## src/rtl/nvm_ldr_pkg.sv

```systemverilog
package nvm_ldr_pkg;

    typedef enum logic [2:0] {
        S_BOOT  = 3'd0,
        S_IDLE  = 3'd1,
        S_READ  = 3'd2,
        S_WRITE = 3'd3,
        S_JUDGE = 3'd4,
        S_REPLY = 3'd5
    } ldr_state_e;

endpackage

```

## src/rtl/nvm_ldr_accum.sv

```systemverilog
// Running 16-bit wraparound sum of the words that pass through the loader.
module nvm_ldr_accum #(
    parameter int DW = 16
) (
    input  logic          clk,
    input  logic          rst,
    input  logic          clr,
    input  logic          add_en,
    input  logic [DW-1:0] add_val,
    output logic [DW-1:0] sum
);
    always_ff @(posedge clk) begin
        if (rst || clr) begin
            sum <= '0;
        end else if (add_en) begin
            sum <= sum + add_val;
        end
    end
endmodule

```

## src/rtl/nvm_ldr_shadow.sv

```systemverilog
// Shadow copy of the image: one write port, NRD combinational read ports.
module nvm_ldr_shadow #(
    parameter int DW    = 16,
    parameter int WORDS = 64,
    parameter int NRD   = 4,
    localparam int AW   = $clog2(WORDS)
) (
    input  logic              clk,
    input  logic              we,
    input  logic [AW-1:0]     waddr,
    input  logic [DW-1:0]     wdata,
    input  logic [NRD*AW-1:0] raddr,
    output logic [NRD*DW-1:0] rdata
);
    logic [DW-1:0] store [WORDS];

    always_ff @(posedge clk) begin
        if (we) begin
            store[waddr] <= wdata;
        end
    end

    for (genvar k = 0; k < NRD; k++) begin : g_rd
        assign rdata[k*DW +: DW] = store[raddr[k*AW +: AW]];
    end
endmodule

```

## src/rtl/nvm_ldr_judge.sv

```systemverilog
// Verdict logic: checksum target compare and masked signature compare.
module nvm_ldr_judge #(
    parameter int            DW         = 16,
    parameter logic [DW-1:0] CHK_TARGET = 16'hBABA,
    parameter logic [DW-1:0] SIG_MASK   = 16'hC000,
    parameter logic [DW-1:0] SIG_VALUE  = 16'h4000
) (
    input  logic [DW-1:0] sum,
    input  logic [DW-1:0] ctrl_word,
    output logic          sum_ok,
    output logic          sig_ok,
    output logic [DW-1:0] fix_word
);
    assign sum_ok   = (sum == CHK_TARGET);
    assign sig_ok   = ((ctrl_word & SIG_MASK) == SIG_VALUE);
    assign fix_word = CHK_TARGET - sum;
endmodule

```

## src/rtl/nvm_image_loader.sv

```systemverilog
module nvm_image_loader #(
    parameter int            DW         = 16,
    parameter int            WORDS      = 64,
    parameter int            CTRL_IDX   = 10,
    parameter logic [DW-1:0] SIG_MASK   = 16'hC000,
    parameter logic [DW-1:0] SIG_VALUE  = 16'h4000,
    parameter logic [DW-1:0] CHK_TARGET = 16'hBABA,
    parameter int            PBA_LO_IDX = 8,
    parameter int            PBA_HI_IDX = 9,
    localparam int           AW         = $clog2(WORDS),
    localparam int           IW         = AW + 1
) (
    input  logic            clk,
    input  logic            rst,
    input  logic            load_req,
    input  logic            upd_req,
    input  logic            lk_req,
    input  logic [IW-1:0]   lk_idx,
    output logic            lk_ack,
    output logic [DW-1:0]   lk_data,
    output logic            mem_req,
    output logic            mem_we,
    output logic [AW-1:0]   mem_addr,
    output logic [DW-1:0]   mem_wdata,
    input  logic            mem_ack,
    input  logic [DW-1:0]   mem_rdata,
    output logic            busy,
    output logic            valid,
    output logic            cksum_err,
    output logic            sig_err,
    output logic [2*DW-1:0] board_num
);
    import nvm_ldr_pkg::*;

    localparam int            NRD     = 4;
    localparam logic [AW-1:0] LAST_A  = AW'(WORDS - 1);
    localparam logic [AW-1:0] PREV_A  = AW'(WORDS - 2);
    localparam logic [IW-1:0] LIMIT_I = IW'(WORDS);

    ldr_state_e state, nxt;

    logic [AW-1:0] addr_q;
    logic          upd_mode_q;
    logic          lk_pend_q;
    logic [IW-1:0] lk_idx_q;
    logic          valid_q, cerr_q, serr_q;

    logic          in_range, in_range_q;
    logic          idle_upd, idle_load, idle_lk, lk_needs_load;
    logic          start;
    logic          last_word;
    logic          wr_en;
    logic [AW-1:0] wr_addr;
    logic [DW-1:0] wr_data;
    logic [DW-1:0] sum;
    logic          sum_ok, sig_ok;
    logic [DW-1:0] fix_word;

    logic [NRD*AW-1:0] rd_addr;
    logic [NRD*DW-1:0] rd_data;
    logic [DW-1:0]     rd_lk, rd_ctrl, rd_lo, rd_hi;

    // ------------------------------------------------------------------
    // request decode in S_IDLE: update wins over load, load over lookup
    // ------------------------------------------------------------------
    assign in_range      = (lk_idx < LIMIT_I);
    assign in_range_q    = (lk_idx_q < LIMIT_I);
    assign idle_upd      = (state == S_IDLE) && upd_req;
    assign idle_load     = (state == S_IDLE) && !upd_req && load_req;
    assign idle_lk       = (state == S_IDLE) && !upd_req && !load_req && lk_req;
    assign lk_needs_load = idle_lk && in_range && !valid_q;
    assign start         = (state == S_BOOT) || idle_upd || idle_load || lk_needs_load;
    assign last_word     = (addr_q == (upd_mode_q ? PREV_A : LAST_A));

    // ------------------------------------------------------------------
    // state register
    // ------------------------------------------------------------------
    always_ff @(posedge clk) begin
        if (rst) begin
            state <= S_BOOT;
        end else begin
            state <= nxt;
        end
    end

    // ------------------------------------------------------------------
    // next-state logic
    // ------------------------------------------------------------------
    always_comb begin
        nxt = state;
        unique case (state)
            S_BOOT:  nxt = S_READ;
            S_IDLE: begin
                if (idle_upd || idle_load || lk_needs_load) begin
                    nxt = S_READ;
                end else if (idle_lk) begin
                    nxt = S_REPLY;
                end
            end
            S_READ: begin
                if (mem_ack && last_word) begin
                    nxt = upd_mode_q ? S_WRITE : S_JUDGE;
                end
            end
            S_WRITE: begin
                if (mem_ack) begin
                    nxt = S_JUDGE;
                end
            end
            S_JUDGE: nxt = lk_pend_q ? S_REPLY : S_IDLE;
            S_REPLY: nxt = S_IDLE;
            default: nxt = S_IDLE;
        endcase
    end

    // ------------------------------------------------------------------
    // datapath registers: address, mode, pending lookup, verdict flags
    // ------------------------------------------------------------------
    always_ff @(posedge clk) begin
        if (rst) begin
            addr_q     <= '0;
            upd_mode_q <= 1'b0;
            lk_pend_q  <= 1'b0;
            lk_idx_q   <= '0;
            valid_q    <= 1'b0;
            cerr_q     <= 1'b0;
            serr_q     <= 1'b0;
        end else begin
            if (start) begin
                addr_q     <= '0;
                upd_mode_q <= idle_upd;
                lk_pend_q  <= lk_needs_load;
                valid_q    <= 1'b0;
                cerr_q     <= 1'b0;
                serr_q     <= 1'b0;
            end
            if (idle_lk) begin
                lk_idx_q <= lk_idx;
            end
            if (state == S_READ && mem_ack) begin
                addr_q <= addr_q + 1'b1;
            end
            if (state == S_JUDGE) begin
                valid_q <= sum_ok && sig_ok;
                cerr_q  <= !sum_ok;
                serr_q  <= sum_ok && !sig_ok;
            end
            if (state == S_REPLY) begin
                lk_pend_q <= 1'b0;
            end
        end
    end

    // ------------------------------------------------------------------
    // shadow fill and running sum
    // ------------------------------------------------------------------
    assign wr_en   = mem_ack && ((state == S_READ) || (state == S_WRITE));
    assign wr_addr = (state == S_WRITE) ? LAST_A : addr_q;
    assign wr_data = (state == S_WRITE) ? fix_word : mem_rdata;

    nvm_ldr_accum #(.DW(DW)) u_accum (
        .clk     (clk),
        .rst     (rst),
        .clr     (start),
        .add_en  (wr_en),
        .add_val (wr_data),
        .sum     (sum)
    );

    assign rd_addr = {AW'(PBA_HI_IDX), AW'(PBA_LO_IDX), AW'(CTRL_IDX), lk_idx_q[AW-1:0]};

    nvm_ldr_shadow #(.DW(DW), .WORDS(WORDS), .NRD(NRD)) u_shadow (
        .clk   (clk),
        .we    (wr_en),
        .waddr (wr_addr),
        .wdata (wr_data),
        .raddr (rd_addr),
        .rdata (rd_data)
    );

    assign rd_lk   = rd_data[0*DW +: DW];
    assign rd_ctrl = rd_data[1*DW +: DW];
    assign rd_lo   = rd_data[2*DW +: DW];
    assign rd_hi   = rd_data[3*DW +: DW];

    nvm_ldr_judge #(
        .DW         (DW),
        .CHK_TARGET (CHK_TARGET),
        .SIG_MASK   (SIG_MASK),
        .SIG_VALUE  (SIG_VALUE)
    ) u_judge (
        .sum       (sum),
        .ctrl_word (rd_ctrl),
        .sum_ok    (sum_ok),
        .sig_ok    (sig_ok),
        .fix_word  (fix_word)
    );

    // ------------------------------------------------------------------
    // outputs
    // ------------------------------------------------------------------
    always_comb begin
        busy      = 1'b0;
        mem_req   = 1'b0;
        mem_we    = 1'b0;
        mem_addr  = addr_q;
        mem_wdata = '0;
        lk_ack    = 1'b0;
        lk_data   = '0;
        unique case (state)
            S_BOOT:  busy = 1'b1;
            S_IDLE:  busy = 1'b0;
            S_READ: begin
                busy    = 1'b1;
                mem_req = 1'b1;
            end
            S_WRITE: begin
                busy      = 1'b1;
                mem_req   = 1'b1;
                mem_we    = 1'b1;
                mem_addr  = LAST_A;
                mem_wdata = fix_word;
            end
            S_JUDGE: busy = 1'b1;
            S_REPLY: begin
                lk_ack  = 1'b1;
                lk_data = (in_range_q && valid_q) ? rd_lk : '0;
            end
            default: busy = 1'b0;
        endcase
    end

    assign valid     = valid_q;
    assign cksum_err = cerr_q;
    assign sig_err   = serr_q;
    assign board_num = valid_q ? {rd_hi, rd_lo} : '0;

endmodule

```

## config.mk

```make
export PLATFORM = sky130hd
export DESIGN_NAME = nvm_image_loader
export DESIGN_NICKNAME = d
export VERILOG_FILES = /design/src/rtl/nvm_ldr_pkg.sv /design/src/rtl/nvm_ldr_accum.sv /design/src/rtl/nvm_ldr_shadow.sv /design/src/rtl/nvm_ldr_judge.sv /design/src/rtl/nvm_image_loader.sv
export SDC_FILE = /design/constraint.sdc
export NUM_CORES = 1
export LEC_CHECK = 0
export ABC_CLOCK_PERIOD_IN_PS = 5300
export BUFFER_PORTS_ARGS = -buffer_cell sky130_fd_sc_hd__buf_2
export CAP_MARGIN = 25
export CORE_MARGIN = 10
export CORE_UTILIZATION = 62
export DETAILED_ROUTE_END_ITERATION = 8
export PLACE_DENSITY = 0.79
export SETUP_SLACK_MARGIN = 0.2
export SLEW_MARGIN = 10
export SYNTH_ARGS = -nofsm -noshare
export SYNTH_HDL_FRONTEND = slang
export SYNTH_SLANG_ARGS = --single-unit
```

## constraint.sdc

```tcl
create_clock -name clk -period 5.3 [get_ports clk]
set_clock_uncertainty 0.05 [all_clocks]
set_input_delay 1.06 -clock clk [delete_from_list [all_inputs] [get_ports clk]]
set_output_delay 1.06 -clock clk [all_outputs]
set_load 0.05 [all_outputs]
```

==> impl_metrics.py <==
metrics = {
    "outcome": {
        "status": "finished clean",
    },
    "yosys": {
        "synthTopCellsByCount": "edfxtp_1 (1024), mux4_2 (302), nor2_1 (121)",
        "synth_warnings": 0,
        "ys_top_cells_by_area": "edfxtp_1 (72%), mux4_2 (16%), dfxtp_1 (2.0%), nor2_1 (1.1%), mux2i_1 (0.92%)",
        "synth.most_common_cell": "edfxtp_1",
        "synth_top_area_share_pct": 72.3,
        "ys_seq_area_share_pct": 74.3,
        "syn_nets": 2098,
        "synth_top_area_cell": "edfxtp_1",
        "syn_avg_cell_area_sq_um": 20.8,
        "synth-seq-cells": 1067,
        "synth-edff-count": 1024,
        "synth_ff_type": "edfxtp_1",
        "synth_cells": 2050,
        "synth.distinct_cells": 62,
        "async_flop_share_pct": 0,
        "syn-cell-area_sq_um": 42500,
    },
    "timing": {
        "tns_ns": 0,
        "fin_crit_sh_pct": 92.3,
        "worst_slew_pin_slew_ns": 1.03,
        "max_freq_mhz": 204,
        "rsz0062_at_grt": "false",
        "fin_crit_ns": 4.89,
        "max-slew-margin-rel_pct": 31.0,
        "final_max_slew_viol_count": 0,
        "hold_viol_final": 0,
        "finalSetupViolations": 0,
    },
    "clock_tree": {
        "cts.clk_slew.worst_paths_ns": 0.06,
        "cts_buffers": 101,
        "cts_hold_buffers": 0,
        "cts_root_buf": "clkbuf_16",
        "insertion_delay_ns": 0.66,
        "cts_sinks": 1067,
        "tritoncts": "built",
        "cts.htree.levels": 3,
        "clk_path_buf_depth": 3,
    },
    "critical_path": {
        "slowest_stage": "dfxtp_4",
        "critical_path_class": "register to output port",
        "worstPathBufferInverterCount": 3,
        "cp_cell_sequence": "buf_12 > buf_4 > mux4_2 > mux4_2 > mux2i_1 > a211oi_1 > buf_2",
        "worstPathArrival_ns": 3.78,
        "cp_max_fo": 16,
        "max_stage_delay_ns": 0.65,
        "r2r_slack_ns": 1.13,
        "setup.worst_path.end_class": "output port",
        "cp_top_family": "multiplexers",
        "crit_top_cell": "mux4_2",
        "cp_data_required_time_ns": 4.19,
        "worstSetupStartpointType": "register",
    },
    "pwr": {
        "power_density_nw_per_um2": 351,
        "leakage_nw": 15.2,
        "vdd_drop_max_uv": 284,
    },
    "place": {
        "place_congestion": 0.904,
        "place_area_sq_um": 44700,
        "dp.cells": 3039,
        "io_buffers": 105,
        "dp_hpwl_um": 60500,
    },
    "cells_and_area": {
        "drive_gt1_share_pct": 30.5,
        "syn_to_final_growth_pct": 12.7,
        "finalNetCount": 2320,
        "stdcell_count": 3228,
        "final_util_pct": 70.9,
        "stdcell_area_sq_um": 47900,
    },
    "floorplanning": {
        "dieWidth_um": 282,
        "start_util_pct": 62.9,
        "rows": 95,
        "core_area_sq_um": 67600,
        "io_pins": 106,
        "die_y_um": 282,
        "die-area_sq_um": 79500,
    },
    "run": {
        "cap_violations": 0,
    },
    "route": {
        "via_per_inst": 6.99,
        "drt_iter0_drc": 3073,
        "detail-route-antenna-nets": 0,
        "dr.pass1.iters": 7,
        "vias": 22550,
        "drc": 0,
        "wl_per_cell_um": 33.1,
        "drt-total-wl_um": 107000,
    },
    "global_routing": {
        "grt_max_degree": 71,
        "grt_pass1_wl_um": 157000,
        "antenna_found_initial": 1,
        "grt_usage_pct": 27.5,
        "grt_pass1_vias": 22791,
        "grt_overflow": 0,
    },
    "hold_path": {
        "holdCritPathClass": "register to register",
    },
}
placed cells by master (no fill, tap or decap), types with 6 or more instances in the layout:
| cell type | instances |
|---|---|
| xor2_1 | 7 |
| ha_1 | 18 |
| a21o_2 | 15 |
| inv_1 | 10 |
| edfxtp_1 | 1024 |
| nor2b_1 | 13 |
| o21ai_0 | 31 |
| nor3_1 | 10 |
| buf_2 | 105 |
| nand4_1 | 6 |
| nand3_1 | 23 |
| bufinv_16 | 7 |
| buf_12 | 9 |
| and2_1 | 35 |
| nand2b_1 | 7 |
| a21oi_1 | 37 |
| clkinv_2 | 15 |
| a21o_1 | 10 |
| dfxtp_1 | 38 |
| clkbuf_16 | 104 |
| mux4_2 | 302 |
| a21boi_0 | 7 |
| mux2_2 | 22 |
| clkinv_1 | 19 |
| clkbuf_1 | 29 |
| and3_1 | 7 |
| nand2_1 | 37 |
| xnor2_1 | 15 |
| a22oi_1 | 9 |
| o21bai_1 | 7 |
| buf_4 | 118 |
| mux2i_1 | 39 |
| a211oi_1 | 21 |
| nor2_1 | 120 |
sequential cells by signal, indices dropped and copies added (netlist names), named ones only:
register	flops
upd_mode_q	1
lk_pend_q	1
cksum_err	1
sig_err	1
state	3
u_accum.sum	16
addr_q	6
u_shadow.store	1024
valid	1
lk_idx_q	7
per-layer routing:
layer	part of all wire [%]	track usage, %	vias to the layer above
li1	-	-	8941
met1	36	37.6	11712
met2	49	44.5	1651
met3	12	6.23	244
met4	3.3	8.41	2
met5	0.012	0	-
logic make-up after synthesis:
kind of cell             count (synthesis)  synth area share [%]
multiplexers                           363                  17.5
AO/OA/AOI/OAI                          170                  2.64
flip-flops                            1067                  74.3
AND/OR/NAND/NOR                        286                  3.26
adder cells (fa/ha/maj)                 19                 0.576
buffers and inverters                  123                  1.29
XOR/XNOR                                22                 0.453
worst register-to-register path: cells and delay by family (launching register included):
family,cells,cell delay (ns)
AOI/OAI and AO/OA,6,1.69
and+or+nand+nor,4,0.80
buffers and inverters,2,0.63
adders and majority gates,1,0.39
DFF,1,0.54
per-stage QoR:
step	power (mW)	worst slack, ns	hold slack (ns)
5_1_grt	17.2	0.322	0.479
2_1_floorplan	9.79	0.394	0.404
4_1_cts	16.9	0.262	0.463
3_5_place_dp	9.98	0.776	0.438
6_report	16.8	0.407	0.465
3_3_place_gp	9.95	0.777	0.423
power breakdown:
group / leakage, nW / internal [mW] / switching (mW)
Combinational: 4.10 / 0.121 / 0.363
Sequential: 9.56 / 9.30 / 0.0268
Clock: 1.55 / 3.98 / 3.02
Total: 15.2 / 13.4 / 3.41
worst paths after layout:
kind	from	end	cells past startpoint
min reg2reg	lk_idx_q[4]	register	2
max	register	lk_data[0]	7
max reg2reg	state[1]	u_accum.sum[15]	13
min	lk_idx_q[4]	register	2
area by class of cell:
cell class              instances  area [sq um]
diodes                          2          5.00
clock buffers                 136          2750
clock inverters                48           430
fillers                      3808         19700
inverters                      10          37.5
multi-input cells             860         10400
flip-flops and latches       1067         31600
well taps                     873          1090
repair buffers                232          1590
repair_timing:
action | 4_1_cts | 5_1_grt
setup buffers | 2 | 1
pin swaps | 1 | 0
cloned | 0 | 0
setup endpoints to repair | 8 | 1
resized for setup | 1 | 0
(Power assumes the default switching activity.)
